==> config.mk <==
export PLATFORM = sky130hd
export DESIGN_NAME = mesh_barrier_sync
export DESIGN_NICKNAME = d
export VERILOG_FILES = /design/src/rtl/mbs_pkg.sv /design/src/rtl/mbs_token_rx.sv /design/src/rtl/mbs_ctrl.sv /design/src/rtl/mbs_token_tx.sv /design/src/rtl/mesh_barrier_sync.sv
export SDC_FILE = /design/constraint.sdc
export NUM_CORES = 1
export LEC_CHECK = 0
export BUFFER_PORTS_ARGS = -buffer_cell sky130_fd_sc_hd__buf_4
export CORE_MARGIN = 2
export CORE_UTILIZATION = 41
export DETAILED_ROUTE_END_ITERATION = 10
export GPL_TIMING_DRIVEN = 0
export PLACE_DENSITY = 0.72
export SETUP_SLACK_MARGIN = 0.05
export SYNTH_ARGS = -nofsm -noshare
export SYNTH_HDL_FRONTEND = slang
export SYNTH_SLANG_ARGS = --single-unit
==> constraint.sdc <==
create_clock -name clk -period 3.65 [get_ports clk]
set_input_delay 0.1825 -clock clk [delete_from_list [all_inputs] [get_ports clk]]
set_output_delay 0.1825 -clock clk [all_outputs]
set_load 0.05 [all_outputs]
==> src/rtl/mbs_pkg.sv <==
// Package: shared types for the mesh barrier synchroniser.
// Assumes: token phase 0 is phase one (drain), 1 is phase two (advance).
package mbs_pkg;
    typedef enum logic [2:0] {
        ST_IDLE     = 3'd0,
        ST_UPDATING = 3'd1,
        ST_PH1      = 3'd2,
        ST_PREEMPT  = 3'd3,
        ST_PH2      = 3'd4
    } mbs_state_e;

    localparam logic PH_ONE = 1'b0;
    localparam logic PH_TWO = 1'b1;
endpackage

==> src/rtl/mbs_token_rx.sv <==
// Token receiver: records, per port, which barrier tokens have arrived.
// There is one flag bank per step parity. The current bank is indexed
// by cur_parity. The other bank takes only early phase-one tokens, and
// only while accept_early is high (this node already sent phase two).
// Unconnected ports count as delivered.
// Assumes clear_bank is a one-cycle strobe at the step advance.
module mbs_token_rx #(
    parameter int NPORT = 4
) (
    input  logic             clk,
    input  logic             rst_n,
    input  logic [NPORT-1:0] port_connected,
    input  logic [NPORT-1:0] tok_in_valid,
    input  logic [NPORT-1:0] tok_in_phase,
    input  logic [NPORT-1:0] tok_in_parity,
    input  logic             cur_parity,
    input  logic             accept_early,
    input  logic             clear_bank,
    output logic             ph1_all,
    output logic             ph2_all
);
    import mbs_pkg::*;

    logic [NPORT-1:0] have_p1;
    logic [NPORT-1:0] have_p2;

    for (genvar i = 0; i < NPORT; i++) begin : g_port
        logic [1:0] p1_bank;
        logic [1:0] p2_bank;
        logic       tok_cur;
        logic       tok_early;

        // Classify the arriving token as current-step or early next-step.
        always_comb begin
            tok_cur   = tok_in_valid[i] && (tok_in_parity[i] == cur_parity);
            tok_early = tok_in_valid[i] && (tok_in_parity[i] != cur_parity)
                        && (tok_in_phase[i] == PH_ONE) && accept_early;
        end

        // Set arrival flags and clear the finished bank on advance.
        always_ff @(posedge clk) begin
            if (!rst_n) begin
                p1_bank <= '0;
                p2_bank <= '0;
            end else begin
                if (clear_bank) begin
                    p1_bank[cur_parity] <= 1'b0;
                    p2_bank[cur_parity] <= 1'b0;
                end else if (tok_cur) begin
                    if (tok_in_phase[i] == PH_ONE) p1_bank[cur_parity] <= 1'b1;
                    else                           p2_bank[cur_parity] <= 1'b1;
                end
                if (tok_early) p1_bank[!cur_parity] <= 1'b1;
            end
        end

        // A port is satisfied when its token came or it has no neighbour.
        always_comb begin
            have_p1[i] = p1_bank[cur_parity] || !port_connected[i];
            have_p2[i] = p2_bank[cur_parity] || !port_connected[i];
        end
    end

    // Phase is complete when every port is satisfied.
    always_comb begin
        ph1_all = &have_p1;
        ph2_all = &have_p2;
    end
endmodule

==> src/rtl/mbs_ctrl.sv <==
// Barrier sequencer: IDLE, UPDATING, PH1, optional PREEMPT, PH2, then
// the step advance. It owns the time-step counter, the step_begin pulse
// and the preemption grant. It issues one-cycle send strobes that the
// transmitter registers.
// Assumes ph1_all / ph2_all come from registered arrival flags.
module mbs_ctrl #(
    parameter int STEP_W = 16
) (
    input  logic               clk,
    input  logic               rst_n,
    input  logic               upd_done,
    input  logic               egress_empty,
    input  logic               preempt_req,
    input  logic               ph1_all,
    input  logic               ph2_all,
    output logic               send_ph1,
    output logic               send_ph2,
    output logic               advance,
    output logic               accept_early,
    output logic               preempt_grant,
    output logic [STEP_W-1:0]  step_count,
    output logic               step_begin
);
    import mbs_pkg::*;

    mbs_state_e state_q, state_d;
    logic       grant_d;

    // Next-state decision and the strobes that go with each transition.
    always_comb begin
        state_d  = state_q;
        send_ph1 = 1'b0;
        send_ph2 = 1'b0;
        advance  = 1'b0;
        grant_d  = preempt_grant;
        unique case (state_q)
            ST_IDLE: state_d = ST_UPDATING;
            ST_UPDATING: begin
                if (upd_done) begin
                    state_d  = ST_PH1;
                    send_ph1 = 1'b1;
                end
            end
            ST_PH1: begin
                if (egress_empty && ph1_all) begin
                    if (preempt_req) begin
                        state_d = ST_PREEMPT;
                        grant_d = 1'b1;
                    end else begin
                        state_d  = ST_PH2;
                        send_ph2 = 1'b1;
                    end
                end
            end
            ST_PREEMPT: begin
                if (!preempt_req && egress_empty) begin
                    state_d  = ST_PH2;
                    send_ph2 = 1'b1;
                    grant_d  = 1'b0;
                end
            end
            ST_PH2: begin
                if (ph2_all) begin
                    state_d = ST_UPDATING;
                    advance = 1'b1;
                end
            end
            default: state_d = ST_IDLE;
        endcase
    end

    // Early next-step tokens are legal only once phase two was sent.
    always_comb accept_early = (state_q == ST_PH2);

    // State, grant, counter and start pulse registers.
    always_ff @(posedge clk) begin
        if (!rst_n) begin
            state_q       <= ST_IDLE;
            preempt_grant <= 1'b0;
            step_count    <= '0;
            step_begin    <= 1'b0;
        end else begin
            state_q       <= state_d;
            preempt_grant <= grant_d;
            step_begin    <= advance || (state_q == ST_IDLE);
            if (advance) step_count <= step_count + 1'b1;
        end
    end
endmodule

==> src/rtl/mbs_token_tx.sv <==
// Token transmitter: registers a one-cycle token on every connected port
// when the sequencer strobes phase one or phase two.
// Assumes the two strobes are never high together.
module mbs_token_tx #(
    parameter int NPORT = 4
) (
    input  logic             clk,
    input  logic             rst_n,
    input  logic [NPORT-1:0] port_connected,
    input  logic             send_ph1,
    input  logic             send_ph2,
    input  logic             cur_parity,
    output logic [NPORT-1:0] tok_out_valid,
    output logic             tok_out_phase,
    output logic             tok_out_parity
);
    import mbs_pkg::*;

    // Drive the token pulse, its phase and the step parity.
    always_ff @(posedge clk) begin
        if (!rst_n) begin
            tok_out_valid  <= '0;
            tok_out_phase  <= PH_ONE;
            tok_out_parity <= 1'b0;
        end else begin
            tok_out_valid <= (send_ph1 || send_ph2) ? port_connected : '0;
            if (send_ph1 || send_ph2) begin
                tok_out_phase  <= send_ph2 ? PH_TWO : PH_ONE;
                tok_out_parity <= cur_parity;
            end
        end
    end
endmodule

==> src/rtl/mesh_barrier_sync.sv <==
// Top: one mesh node's two-phase barrier synchroniser. It exchanges
// barrier tokens with up to NPORT neighbours and advances the local
// time-step once the drain phase and the advance phase both complete.
// Assumes port_connected is static while a token is in flight.
module mesh_barrier_sync #(
    parameter int NPORT  = 4,
    parameter int STEP_W = 16
) (
    input  logic              clk,
    input  logic              rst_n,
    input  logic [NPORT-1:0]  port_connected,
    input  logic              upd_done,
    input  logic              egress_empty,
    input  logic              preempt_req,
    input  logic [NPORT-1:0]  tok_in_valid,
    input  logic [NPORT-1:0]  tok_in_phase,
    input  logic [NPORT-1:0]  tok_in_parity,
    output logic [NPORT-1:0]  tok_out_valid,
    output logic              tok_out_phase,
    output logic              tok_out_parity,
    output logic              preempt_grant,
    output logic [STEP_W-1:0] step_count,
    output logic              step_begin
);
    logic ph1_all, ph2_all;
    logic send_ph1, send_ph2, advance, accept_early;
    logic cur_parity;

    // The step's low bit is the token parity.
    always_comb cur_parity = step_count[0];

    mbs_token_rx #(.NPORT(NPORT)) u_rx (
        .clk           (clk),
        .rst_n         (rst_n),
        .port_connected(port_connected),
        .tok_in_valid  (tok_in_valid),
        .tok_in_phase  (tok_in_phase),
        .tok_in_parity (tok_in_parity),
        .cur_parity    (cur_parity),
        .accept_early  (accept_early),
        .clear_bank    (advance),
        .ph1_all       (ph1_all),
        .ph2_all       (ph2_all)
    );

    mbs_ctrl #(.STEP_W(STEP_W)) u_ctrl (
        .clk          (clk),
        .rst_n        (rst_n),
        .upd_done     (upd_done),
        .egress_empty (egress_empty),
        .preempt_req  (preempt_req),
        .ph1_all      (ph1_all),
        .ph2_all      (ph2_all),
        .send_ph1     (send_ph1),
        .send_ph2     (send_ph2),
        .advance      (advance),
        .accept_early (accept_early),
        .preempt_grant(preempt_grant),
        .step_count   (step_count),
        .step_begin   (step_begin)
    );

    mbs_token_tx #(.NPORT(NPORT)) u_tx (
        .clk           (clk),
        .rst_n         (rst_n),
        .port_connected(port_connected),
        .send_ph1      (send_ph1),
        .send_ph2      (send_ph2),
        .cur_parity    (cur_parity),
        .tok_out_valid (tok_out_valid),
        .tok_out_phase (tok_out_phase),
        .tok_out_parity(tok_out_parity)
    );
endmodule

**Yosys cells after proc, flatten, opt, wreduce, memory -nomap -nowiden**

Cells that the tools add are included.

- Memories: 0
- Bits in latches: 0
- Bits in read-only memories: 0
- Memory bits (writable): 0
- Register bits: 43

- Shifts and indexed selects: 0
- Muxes and demuxes: 71
- Div/mod/pow operators: 0
- Reductions and logical operators: 55
- Equal/unequal tests: 17
- Bitwise logic cells: 25
- Add/subtract/negate cells: 1
- $mul: 0
- Magnitude comparators: 4

Operators with widths:

| cell | number |
|---|---|
| 2-bit two-way mux | 32 |
| 1-bit two-way mux | 29 |
| 2-bit OR | 12 |
| 1-bit logical AND | 20 |
| 2-bit nonzero test | 9 |
| 16-bit by 1-bit adder with 16-bit output (second input constant) | 1 |
| 2-bit AND | 8 |
| 4-bit AND reduction | 4 |
| 3-bit two-way mux | 5 |
| 3-bit one-hot mux with 5 select lines | 1 |
| 1-bit logical OR | 10 |
| 2-bit AND reduction | 5 |
| 3-bit by 2-bit equality test with 1-bit output (second input constant) | 2 |
| 1-bit logical NOT | 6 |
| 2-bit != test (second input constant) | 3 |
| 1-bit equality test | 4 |
| 1-bit by 2-bit less-than comparator with 1-bit output (second input constant) | 2 |
| 1-bit != test | 4 |
| 2-bit by 1-bit != test with 1-bit output (second input constant) | 2 |
| 1-bit inverter | 4 |
| 1-bit one-hot mux with 2 select lines | 2 |
| 3-bit by 1-bit equality test with 1-bit output (second input constant) | 1 |
| 3-bit equality test (second input constant) | 1 |
| 3-bit logical NOT | 1 |
| other kinds (3) | 5 |

**Depth between registers and ports, before layout**

Gate-level depths: netlist of the first run.

- Depth after elaboration: 11
- Gate-level depth with buffers: 7
- Gate-level depth less buffers: 5

**Cells and area by module**

From an unflattened synthesis of the first run, not the netlist that was laid out.

- Cells, all modules: 223
- Area total of the unflattened synthesis: 2,038.2 µm²

By module, submodules not included:

| module | cells an instance | area each (µm²) | seq. area each (µm²) | times used |
|---|---|---|---|---|
| mbs_ctrl | 123 | 1,093.5 | 420.4 | 1 |
| mbs_token_rx | 84 | 759.5 | 320.3 | 1 |
| mbs_token_tx | 16 | 185.2 | 120.1 | 1 |

**Worst setup path before layout of the first run**

Ideal clock, no wire load.

- Path type: flip-flop to flip-flop
- From: register u_ctrl.step_count[3]
- To: register u_ctrl.step_count[10]
- Data arrival time: 1,996 ps
- Period minus slack after synthesis: 2,068 ps
- Buffers on the path: 0
- Slack: 1,582 ps
- Stages on the path, launching flop included: 6
- Path through: dfxtp_1 nand4_1 a211oi_1 nand2_2 nor3b_2 mux2i_1

- Longest elaborated chain between the ends: 1

RTL lines:

| item | line | text |
|---|---|---|
| from (decl) | mbs_ctrl.sv:21 | `output logic [STEP_W-1:0] step_count,` |
| from (signal assigned) | mbs_ctrl.sv:86 | `if (advance) step_count <= step_count + 1'b1;` |
| 16-bit by 1-bit adder with 16-bit output | mbs_ctrl.sv:86 |  |

Every way passes these cells.
A chain may end at the register's enable or synchronous reset.

==> results, run 1 <==
- The run finished with clean final reports.
- The combined area of all synthesized cells is roughly 0.002 sq mm.
- The area of the die is around 0.0056 sq mm.
- The post-route clock period utilization is 70.8%.
- The type of the worst setup path is reg2reg.
- The count of flip-flops with a built-in enable after synthesis is 0.
- The number of antenna violations at the first check in global routing is 0.
- The clock tree buffer depth is 2.
- The leakage power total is approximately 0.99 nW.
- Global routing used between 20% and 30% of the available met2 tracks.
- The wire-length estimate of the detail-placed layout is roughly 3600 um.
- The top flip-flop cell by instance count after synthesis is dfxtp_1.
- The total overflow left after global routing is 0.
- The net switching power is about 0.25 mW.
- The routability-driven placement congestion ratio is between 0.8 and 0.9.
- The final setup violation count is 0.
- Across the run, the number of max-cap violations was 0.
- The count of unresolved DRC violations after routing is 0.
- The non-filler instance count after layout is 346.
- The total clock sinks is 43.
- The placeable core region is 0.00475 sq mm.
- In this run, the number of DRC markers left after iteration 0 of detailed routing was 82.
- The number of nets still failing antenna checks after routing is 0.
- The post-synthesis cell count is between 200 and 250.
- The biggest area contributor in the post-synthesis netlist is dfxtp_1.
- The floorplan step set the die width to roughly 75 um.
- The first global-routing pass estimated ~8000 um of wire.
- The sum of negative setup slack is 0 ps.
- At the pin with the least slew margin, the transition time is approximately 1300 ps.
- The routed via count is 1815.
- The class of the tightest hold or removal check is in2reg.
- The overall global routing resource usage is approximately 18%.
- The synthesized netlist contains between 40 and 50 unique library cells.
- The area growth from synthesis to layout is 24.6%.
- The total count of hold-check failures in the final report is 0.
- Using the TritonRoute via totals, the vias-per-cell ratio works out to ~5.2.
- The first-pass detailed-route iteration total is 4.
- In this run the number of H-tree levels came out at 2.
- Post-CTS repair changed the size of 0 cells.
- The number of buffers created by CTS is 5.
- STA puts the critical path data arrival time at about 2800 ps.
- The number of buffers inserted by post-CTS setup repair is 0.
- Yosys attributes the largest share of cell area to dfxtp_1 (42%), xnor2_1 (5.1%), and2_1 (4.3%), nand4_1 (3.4%), o21a_1 (3.3%).
- The floorplan die height is 74.7 um.
- Buffers inserted to repair hold after CTS numbered 0.
- Of the total power, the share spent switching nets is a little over a quarter.
- The number of antenna diodes in the final layout is 0.
- For this configuration, the core starts out at a cell density of between 40% and 50%.
- The clock network is responsible for between 30 and 40% of the overall power.
- After detailed routing, the average wire length per cell comes to roughly 14 um.
- The largest net degree at the start of global routing is 15.
- The share of flip-flops with an asynchronous set or reset after synthesis is 0%.
- The number of top-level design ports is 45.
- The TritonCTS clock tree is built.
- The standard-cell row count is 25.
- Clock-pin slew was measured on the worst setup and hold paths at roughly 90 ps.
- Internal power comes to around 0.67 mW.
- The relative slew slack is roughly 15%.
- The maximum VDD drop is roughly 0.22 mV.
- Setup repair after global routing left no endpoint under its margin.
- The type of element launching the critical path is a flop.
- At the worst endpoint, the required time is 3830 ps.
- The global routing stage identified its most utilized layer as met2.
- In this run the power density over the cells is around 360 mW/mm^2.
- The number of nets in the final layout is 300.
- The total detailed-routing wirelength is 4790 um.
- On the final layout, the worst clock skew is about 7.3 ps.
- The fraction of power consumed by sequential logic is between 50% and 60%.
- In the final layout, the share of cells above drive strength 1 is 22.6%.
- The share of synthesized area occupied by flip-flops and latches is 42.1%.
- Ranked by instance count, the synthesized netlist is headed by dfxtp_1 (43), nand2_1 (16), and2_1 (14).
- The clock latency of the later-clocked register in the worst-skew pair is about 300 ps.
- The post-synth net total is about 250.
- In this run, the combinational gates consume between 10% and 20% of the power.
- The count of buffers from port buffering is 44.
- For this run, the number of Yosys warnings is 0.
- The average footprint of a synthesized cell is 9.02 sq um.
- The worst path in the final design needs a cycle of roughly 2600 ps, including I/O delays and setup.
- The critical path capture point type is a flop.
- The maximum fanout count along the critical path is 10.
- Yosys instantiated no cell more often than dfxtp_1.
- The placed cell count is approximately 340.
- Counting flops and latches in the post-synthesis netlist gives 43.
- Summed over its instances, the top area cell type makes up 42.1% of the synthesized netlist area.
- Global routing used between 20% and 30% of the available met1 tracks.
- The number of global-route vias before repair is ~1700.
- Global routing consumed, on the met3 layer, under 10% of the routing resources.
- The master cell of the clock root buffer is clkbuf_8.
- The final count of pins violating max slew is 0.
- The maximum operating frequency is slightly below 0.4 GHz.
metal layers:
metal | routed length [um] | share of wire (%)
met2 | 2300 | 48
met1 | 2210 | 46
met5 | 0 | 0
met4 | 67 | 1.4
met3 | 218 | 4.6
placed cells by master, fill, tap and decap left out, types with 4 or more instances in the layout:
cell type	Yosys	final
a21oi_1	12	12
a41oi_1	4	4
and2_1	14	14
and3_1	4	4
and3b_1	4	4
buf_4	1	45
clkbuf_1	7	7
clkbuf_8	0	5
dfxtp_1	43	43
inv_1	10	10
mux2i_1	6	6
nand2_1	16	16
nand2b_1	4	4
nand3_1	7	7
nand4_1	11	11
nor2_1	10	10
nor2b_1	4	4
nor3_1	4	4
o21a_1	9	9
o21ai_0	4	4
xnor2_1	12	12
through the flow:
step	power [mW]	hold slack (ps)	area (sq um)	util [%]	setup WS [ps]
floorplan	0.572	322	2050	-	1580
global placement	0.619	442	2460	51.8	1100
detailed placement	0.622	455	2460	51.8	1080
CTS	0.922	145	2550	53.6	1050
global route	0.955	146	2550	53.6	893
finish	0.917	150	2550	53.6	1060
cell families after synthesis:
group / share of synthesized area [%]
AOI/OAI and AO/OA: 16.1
buffers and inverters: 4.58
xor gates and xnor gates: 5.13
muxes: 3.48
adders and majority gates: 0.611
and+or+nand+nor: 28.1
DFF: 42.1
critical path, stage by stage (launching register included):
cell	delay, ps
dfxtp_1	380
buf_6	170
mux2i_1	80
a222oi_1	1080
nand2_2	210
o21ai_2	440
nor2_1	100
path summary, 6_finish.rpt:
kind | startpoint | end | slack, ps | cells after the start
hold reg to reg | u_ctrl.preempt_grant$_SDFFE_PN0P_ | u_ctrl.preempt_grant$_SDFFE_PN0P_ | 470 | 2
setup reg to reg | u_ctrl.step_count[0]$_SDFFE_PN0P_ | flop | 1060 | 6
hold / removal | tok_in_parity[0] | u_rx.g_port[0].p1_bank[1]$_SDFF_PN0_ | 150 | 3
setup / recovery | u_ctrl.step_count[0]$_SDFFE_PN0P_ | flop | 1060 | 6
cell type report:
class                           count  area, sq um
Buffer                             10         56.3
Clock buffer                        5         68.8
Clock inverter                      3         20.0
Fill cell                         493         2200
Inverter                           10         37.5
Multi-Input combinational cell    164         1090
Sequential cell                    43          861
Tap cell                           67         83.8
Timing Repair Buffer               44          330
power by group through the flow:
stage | Combinational [mW] | Sequential (mW) | Clock (mW)
3_3_place_gp | 0.118 | 0.500 | 0
2_1_floorplan | 0.0609 | 0.511 | 0
3_5_place_dp | 0.121 | 0.501 | 0
6_report | 0.120 | 0.490 | 0.307
4_1_cts | 0.121 | 0.490 | 0.312
5_1_grt | 0.132 | 0.492 | 0.331
No activity file was read; power rests on OpenSTA's default activity.
==> inputs of run 2 (changes only) <==
- clock period: 3.65 -> 2.7 ns (I/O delays scaled with it)
==> results, run 2 (synthesis gave the netlist of run 1 again) <==
- The flow ran to the end, and the final reports show no timing, DRC or antenna violations.
- The die covers between 0.005 and 0.006 sq mm.
- The top cell types in the final layout, fill and taps aside, are buf_4 (47), dfxtp_1 (43), nand2_1 (16).
- The routed via count is 1831.
- At the end of routability-driven placement, the weighted congestion stood at between 0.8 and 0.9.
- The most congested layer reported by global routing is met2.
- The number of global-route vias before repair is between 1500 and 2000.
- The max-capacitance violation count is 0.
- The standard-cell row count is 25.
- The first-pass detailed-route iteration total is 4.
- At the pin with the least slew margin, the transition time is between 900 and 1000 ps.
- The first global-routing pass estimated slightly below 8000 um of wire.
- The clock tree buffer depth is 2.
- The met2 global-route usage is 30.0%.
- The maximum VDD drop is about 0.30 mV.
- The number of buffers inserted by hold repair at cts is 0.
- The H-tree was split into 2 levels.
- The finished layout holds about 350 standard cells, fillers aside.
- For the worst setup path, the data required time is ~2900 ps.
- In the routed design, unresolved DRC markers number 0.
- The class of the tightest hold or removal check is in2reg.
- The count of instances resized after the clock tree is built is 0.
- Setup repair after global routing left no endpoint under its margin.
- In the global route stage, met3 resource usage came out at approximately 4.8%.
- The data arrival time of the critical path is roughly 2400 ps.
- The time the worst path needs with I/O delays and setup is between 2000 and 2500 ps.
- The initial utilization of the core area, before any placement, comes to about 43%.
- The width of the chip is 74.7 um.
- The number of antenna violations at the first check in global routing is 0.
- The detailed-placement wirelength estimate is ~3600 um.
- After the first detailed-routing iteration, the DRC count stood at 79.
- The critical path is of the reg2reg type.
- The clock-pin transition on the worst setup and hold timing paths is roughly 80 ps.
- From synthesis to final layout, the design area changed by 25.3%.
- The largest net degree at the start of global routing is 15.
- Across all hold checks on the routed design, the worst slack comes to 104 ps.
- The total detailed-routing wirelength is approximately 4900 um.
- The number of nets in the final layout is approximately 300.
- TritonCTS built the clock tree.
- The delay of the slowest cell on the worst path is about 500 ps.
- For this design the static power due to leakage is roughly 1.0 nW.
- The worst path uses a little over four fifths of the clock period.
- The total count of hold-check failures in the final report is 0.
- The number of buffers created by CTS is 5.
- For the worst-skew pair, the clock arrives at the later sink with an insertion delay of approximately 300 ps.
- In this run, placement finished with an instance count of about 340.
- The routed wirelength normalized by instance count is 14.0 um.
- The number of antenna diodes in the final layout is 0.
- The critical path goes through or3b_2, a21oi_1, nand2_2, o21ai_2, nor2_1.
- The number of buffers inserted by post-CTS setup repair is 0.
- The type of element launching the critical path is a flop.
- The power density of the placed cells is between 400 and 500 mW/mm^2.
- In the global route stage, met1 resource usage came out at roughly a quarter.
- The total clock sinks is 43.
- Port buffering added 44 buffers.
- The placeable core region is 0.00475 sq mm.
- The share of post-route cells with drive strength above 1 is 23.1%.
- In the routed layout, each cell is associated on average with a via count of between 5 and 6.
- Summed over all failing endpoints, the final setup total negative slack is 0 ps.
- The maximum operating frequency is around 0.44 GHz.
- Summed over all layers, the global routing overflow is 0.
- The clock tree skew after final layout is approximately 10 ps.
- The cell type of the slowest stage on the worst timing path is or3b_2.
- The number of top-level design ports is 45.
- The worst setup path is captured at a flop.
- For this run, the total global-route usage over all layers was measured as around 18%.
- Leaving out fill and tap cells, the most frequent cell in the layout is buf_4.
- Measured along the y axis, the die boundary spans between 70 and 80 um.
- The final count of pins violating max slew is 0.
- The tree is rooted in a clkbuf_8.
- Of all nets on the critical path, the largest fanout is 8.
- Summing internal, switching and leakage power gives 1.24 mW.
- The final setup violation count is 0.
- The number of nets still failing antenna checks after routing is 0.
- The relative slew slack is 34.0%.
## run 2: cell count changes in the layout (fill, tap and decap cells not counted)
cell / before / now
buf_4: 45 / 47
## run 2: worst paths after layout
kind | endpoint | startpoint | cells past startpoint | slack [ps]
setup / recovery | u_rx.g_port[1].p1_bank[1]$_SDFF_PN0_ | u_ctrl.state_q[2]$_SDFFE_PN0P_ | 5 | 450
hold / removal | u_rx.g_port[0].p1_bank[1]$_SDFF_PN0_ | tok_in_parity[0] | 3 | 100
setup reg to reg | u_rx.g_port[1].p1_bank[1]$_SDFF_PN0_ | u_ctrl.state_q[2]$_SDFFE_PN0P_ | 5 | 450
hold reg to reg | u_ctrl.preempt_grant$_SDFFE_PN0P_ | u_ctrl.preempt_grant$_SDFFE_PN0P_ | 2 | 470
## run 2: layer usage
layer  part of all wire (%)  vias up
li1                       -      930
met1                     46      840
met2                     47       54
met3                    5.2        7
met4                    1.3        0
met5                      0        -
## run 2: metrics by stage
stage	util, %	area [sq um]	setup slack (ps)
6_report	53.9	2560	453
5_1_grt	53.9	2560	323
4_1_cts	53.6	2550	101
3_5_place_dp	51.8	2460	128
3_3_place_gp	51.8	2460	147
2_1_floorplan	-	2050	632
## run 2: final cells by class
| cell class | instances | area, sq um |
|---|---|---|
| Tap cell | 67 | 83.8 |
| Multi-Input combinational cell | 164 | 1090 |
| Sequential cell | 43 | 861 |
| Clock buffer | 5 | 68.8 |
| Inverter | 10 | 37.5 |
| Fill cell | 493 | 2190 |
| Buffer | 10 | 56.3 |
| Clock inverter | 3 | 20.0 |
| Timing Repair Buffer | 46 | 345 |
## run 2: report_power, final
| group | internal [mW] | switching [mW] | total, mW | leakage (nW) |
|---|---|---|---|---|
| clock network | 0.180 | 0.236 | 0.416 | 0.0402 |
| logic | 0.0708 | 0.0952 | 0.166 | 0.611 |
| registers | 0.650 | 0.0119 | 0.662 | 0.348 |
| total | 0.901 | 0.343 | 1.24 | 0.999 |
## run 2: worst max-delay path, delay by kind of cell, from the launching register on
family / cells / cell delay [ps]
flip-flops: 1 / 490
AO/OA/AOI/OAI: 2 / 860
AND/OR/NAND/NOR: 3 / 780
==> inputs of run 3 (changes only) <==
- clock period: 2.7 -> 2.15 ns (I/O delays scaled with it)
==> results, run 3 (synthesis gave the netlist of run 1 again) <==
- The number of nets in the final layout is 303.
- Clock tree synthesis inserted a total of 5 buffers.
- The first-pass GRT wire length is about 8000 um.
- The worst setup path is captured at a flop.
- STA puts the critical path data arrival time at 2250 ps.
- The time the worst path needs with I/O delays and setup is between 2000 and 2500 ps.
- The placeable core region is around 0.0048 sq mm.
- The total count of hold-check failures in the final report is 0.
- The clock arrives with 9.55 ps of skew.
- The floorplan has 25 rows.
- The TritonCTS clock tree is built.
- Summing all placed instances gives a cell area of 0.00246 sq mm.
- The clock-pin transition on the worst setup and hold timing paths is 90 ps.
- After global routing the overflow that remains totals 0.
- The initial utilization of the core area, before any placement, comes to 43.1%.
- From bottom edge to top edge, the die measures ~75 um.
- The relative slew slack is 60.1%.
- The first TritonRoute pass finished after 4 iterations.
- The count of unresolved DRC violations after routing is 0.
- The worst register-to-register path begins at u_ctrl.step_count[0]$_SDFFE_PN0P_.
- For this design the top-level I/O count stands at 45.
- Dividing the detail-routed wire length by the instance count gives 14.0 um.
- The number of design-rule violations left by the first detailed-router iteration is 83.
- In the layout the commonest cells are buf_4 (47), dfxtp_1 (43), nand2_1 (16).
- The number of buffers inserted by hold repair at cts is 0.
- The congestion estimate from routability-driven global placement came to 0.867.
- CTS placed an instance of clkbuf_8 at the clock tree root.
- The total number of H-tree levels is 2.
- The clock passes through at most 2 buffers.
- The power density of the placed cells is about 600 mW/mm^2.
- The worst path required time is between 2000 and 2500 ps.
- The tool flagged a number of max-cap violations equal to 0.
- The floorplan step defined a die boundary enclosing 0.00557 sq mm.
- In this run the worst path has a maximum fanout of 10.
- The most common cell after layout, fill and taps aside is buf_4.
- The cell area after layout is between 0.002 and 0.003 sq mm.
- The maximum operating frequency is 0.495 GHz.
- The top metal layer carrying routed signals is met4.
- The transition time at the pin with the least slew margin is between 500 and 600 ps.
- Setup repair after global routing could not meet its margin everywhere.
- The final design utilization is ~55%.
- Across all layers, the routed design uses approximately 1800 vias.
- Clock tree synthesis found a total of 43 sinks.
- The number of vias per cell is about 5.2.
- Of the available clock period, the critical path in the final layout requires roughly 94%.
- The worst-case IR drop observed on VDD is approximately 0.38 mV.
- The area added between synthesis and finish is 27.4%.
- The leakage power total is around 1.0 nW.
- The repair_antennas step left the layout with diodes totalling 0.
- The worst hold path belongs to the class in2reg.
- The startpoint of the worst hold path is tok_in_parity[0].
- The detailed-placement wirelength estimate is roughly 3600 um.
- The final count of pins violating max slew is 0.
- The clock latency of the later-clocked register in the worst-skew pair is 300 ps.
- Entering global routing, the biggest net connects 15 pins.
- The source of the critical timing path is u_ctrl.step_count[0]$_SDFFE_PN0P_.
- The total detailed-routing wirelength is approximately 4900 um.
- The number of global-route vias before repair is between 1500 and 2000.
- The routed length on met2 is ~2300 um.
- The share of post-route cells with drive strength above 1 is 24.1%.
- The width of the chip is ~75 um.
- The final setup violation count is 0.
- Summed over all nets, wire length on met3 after detailed routing comes to 224 um.
- For this run, the total global-route usage over all layers was measured as between 10% and 20%.
- In the final routing, the length of wire on met1 measures approximately 2300 um.
- The detail route stage leaves a number of antenna-violating nets equal to 0.
- The number of antenna violations at the first check in global routing was 0.
- The type of the worst setup path is reg2reg.
- The run finished with clean final reports.
- The count of buffers from port buffering is 44.
- The type of element launching the critical path is a flop.
[run 3: changes by cell type in the layout (fill, tap and decap cells not counted), sizes merged]
| cell | change |
|---|---|
| buf | +1 |
[run 3: metrics by stage]
| step | total power [mW] | setup WS (ps) | TNS (ps) | hold slack, ps | cells |
|---|---|---|---|---|---|
| after CTS | 1.58 | 113 | 0 | 70.4 | 349 |
| after floorplan | 0.971 | 81.9 | 0 | 247 | 227 |
| final | 1.57 | 130 | 0 | 74.9 | 349 |
| after global routing | 1.63 | 12.9 | 0 | 71.1 | 349 |
| after detailed placement | 1.06 | -422 | -11310 | 384 | 338 |
| after global placement | 1.05 | -403 | -10900 | 373 | 338 |
[run 3: critical path: stages, from the launching register on]
cell and delay [ps]:
dfxtp_1 380, buf_6 170, mux2i_1 200, a211oi_2 600, nand2_2 190, nor3b_2 210
mux2i_1 190
[run 3: what timing repair did]
action / in CTS / in global routing
setup endpoints to repair: 35 / 16
pin swaps: 1 / 0
buffers inserted: 3 / 0
resized for setup: 2 / 2
[run 3: final cells by class]
class	count	area, sq um
buffer	10	56.3
clock buffer	5	68.8
clock inverter	3	20.0
fill	483	2150
inverter	10	37.5
multi-input combinational	164	1120
sequential	43	861
tap	67	83.8
timing repair buffer	47	365
[run 3: worst paths after layout]
check        slack (ps)  cells after the start                                   end
max                 130                      6    u_ctrl.step_count[10]$_SDFFE_PN0P_
min                  70                      3  u_rx.g_port[0].p1_bank[1]$_SDFF_PN0_
max reg2reg         130                      6    u_ctrl.step_count[10]$_SDFFE_PN0P_
min reg2reg         470                      2     u_ctrl.preempt_grant$_SDFFE_PN0P_
[run 3: routing by layer]
metal	GRT usage, %	vias up
met2	30.3	44
met1	23.9	837
met4	5.16	0
li1	-	932
met5	0	-
met3	4.82	7
[run 3: power by group]
part / switching (mW) / total, mW / internal (mW)
Clock: 0.295 / 0.521 / 0.226
Combinational: 0.124 / 0.218 / 0.0942
Sequential: 0.0149 / 0.832 / 0.817
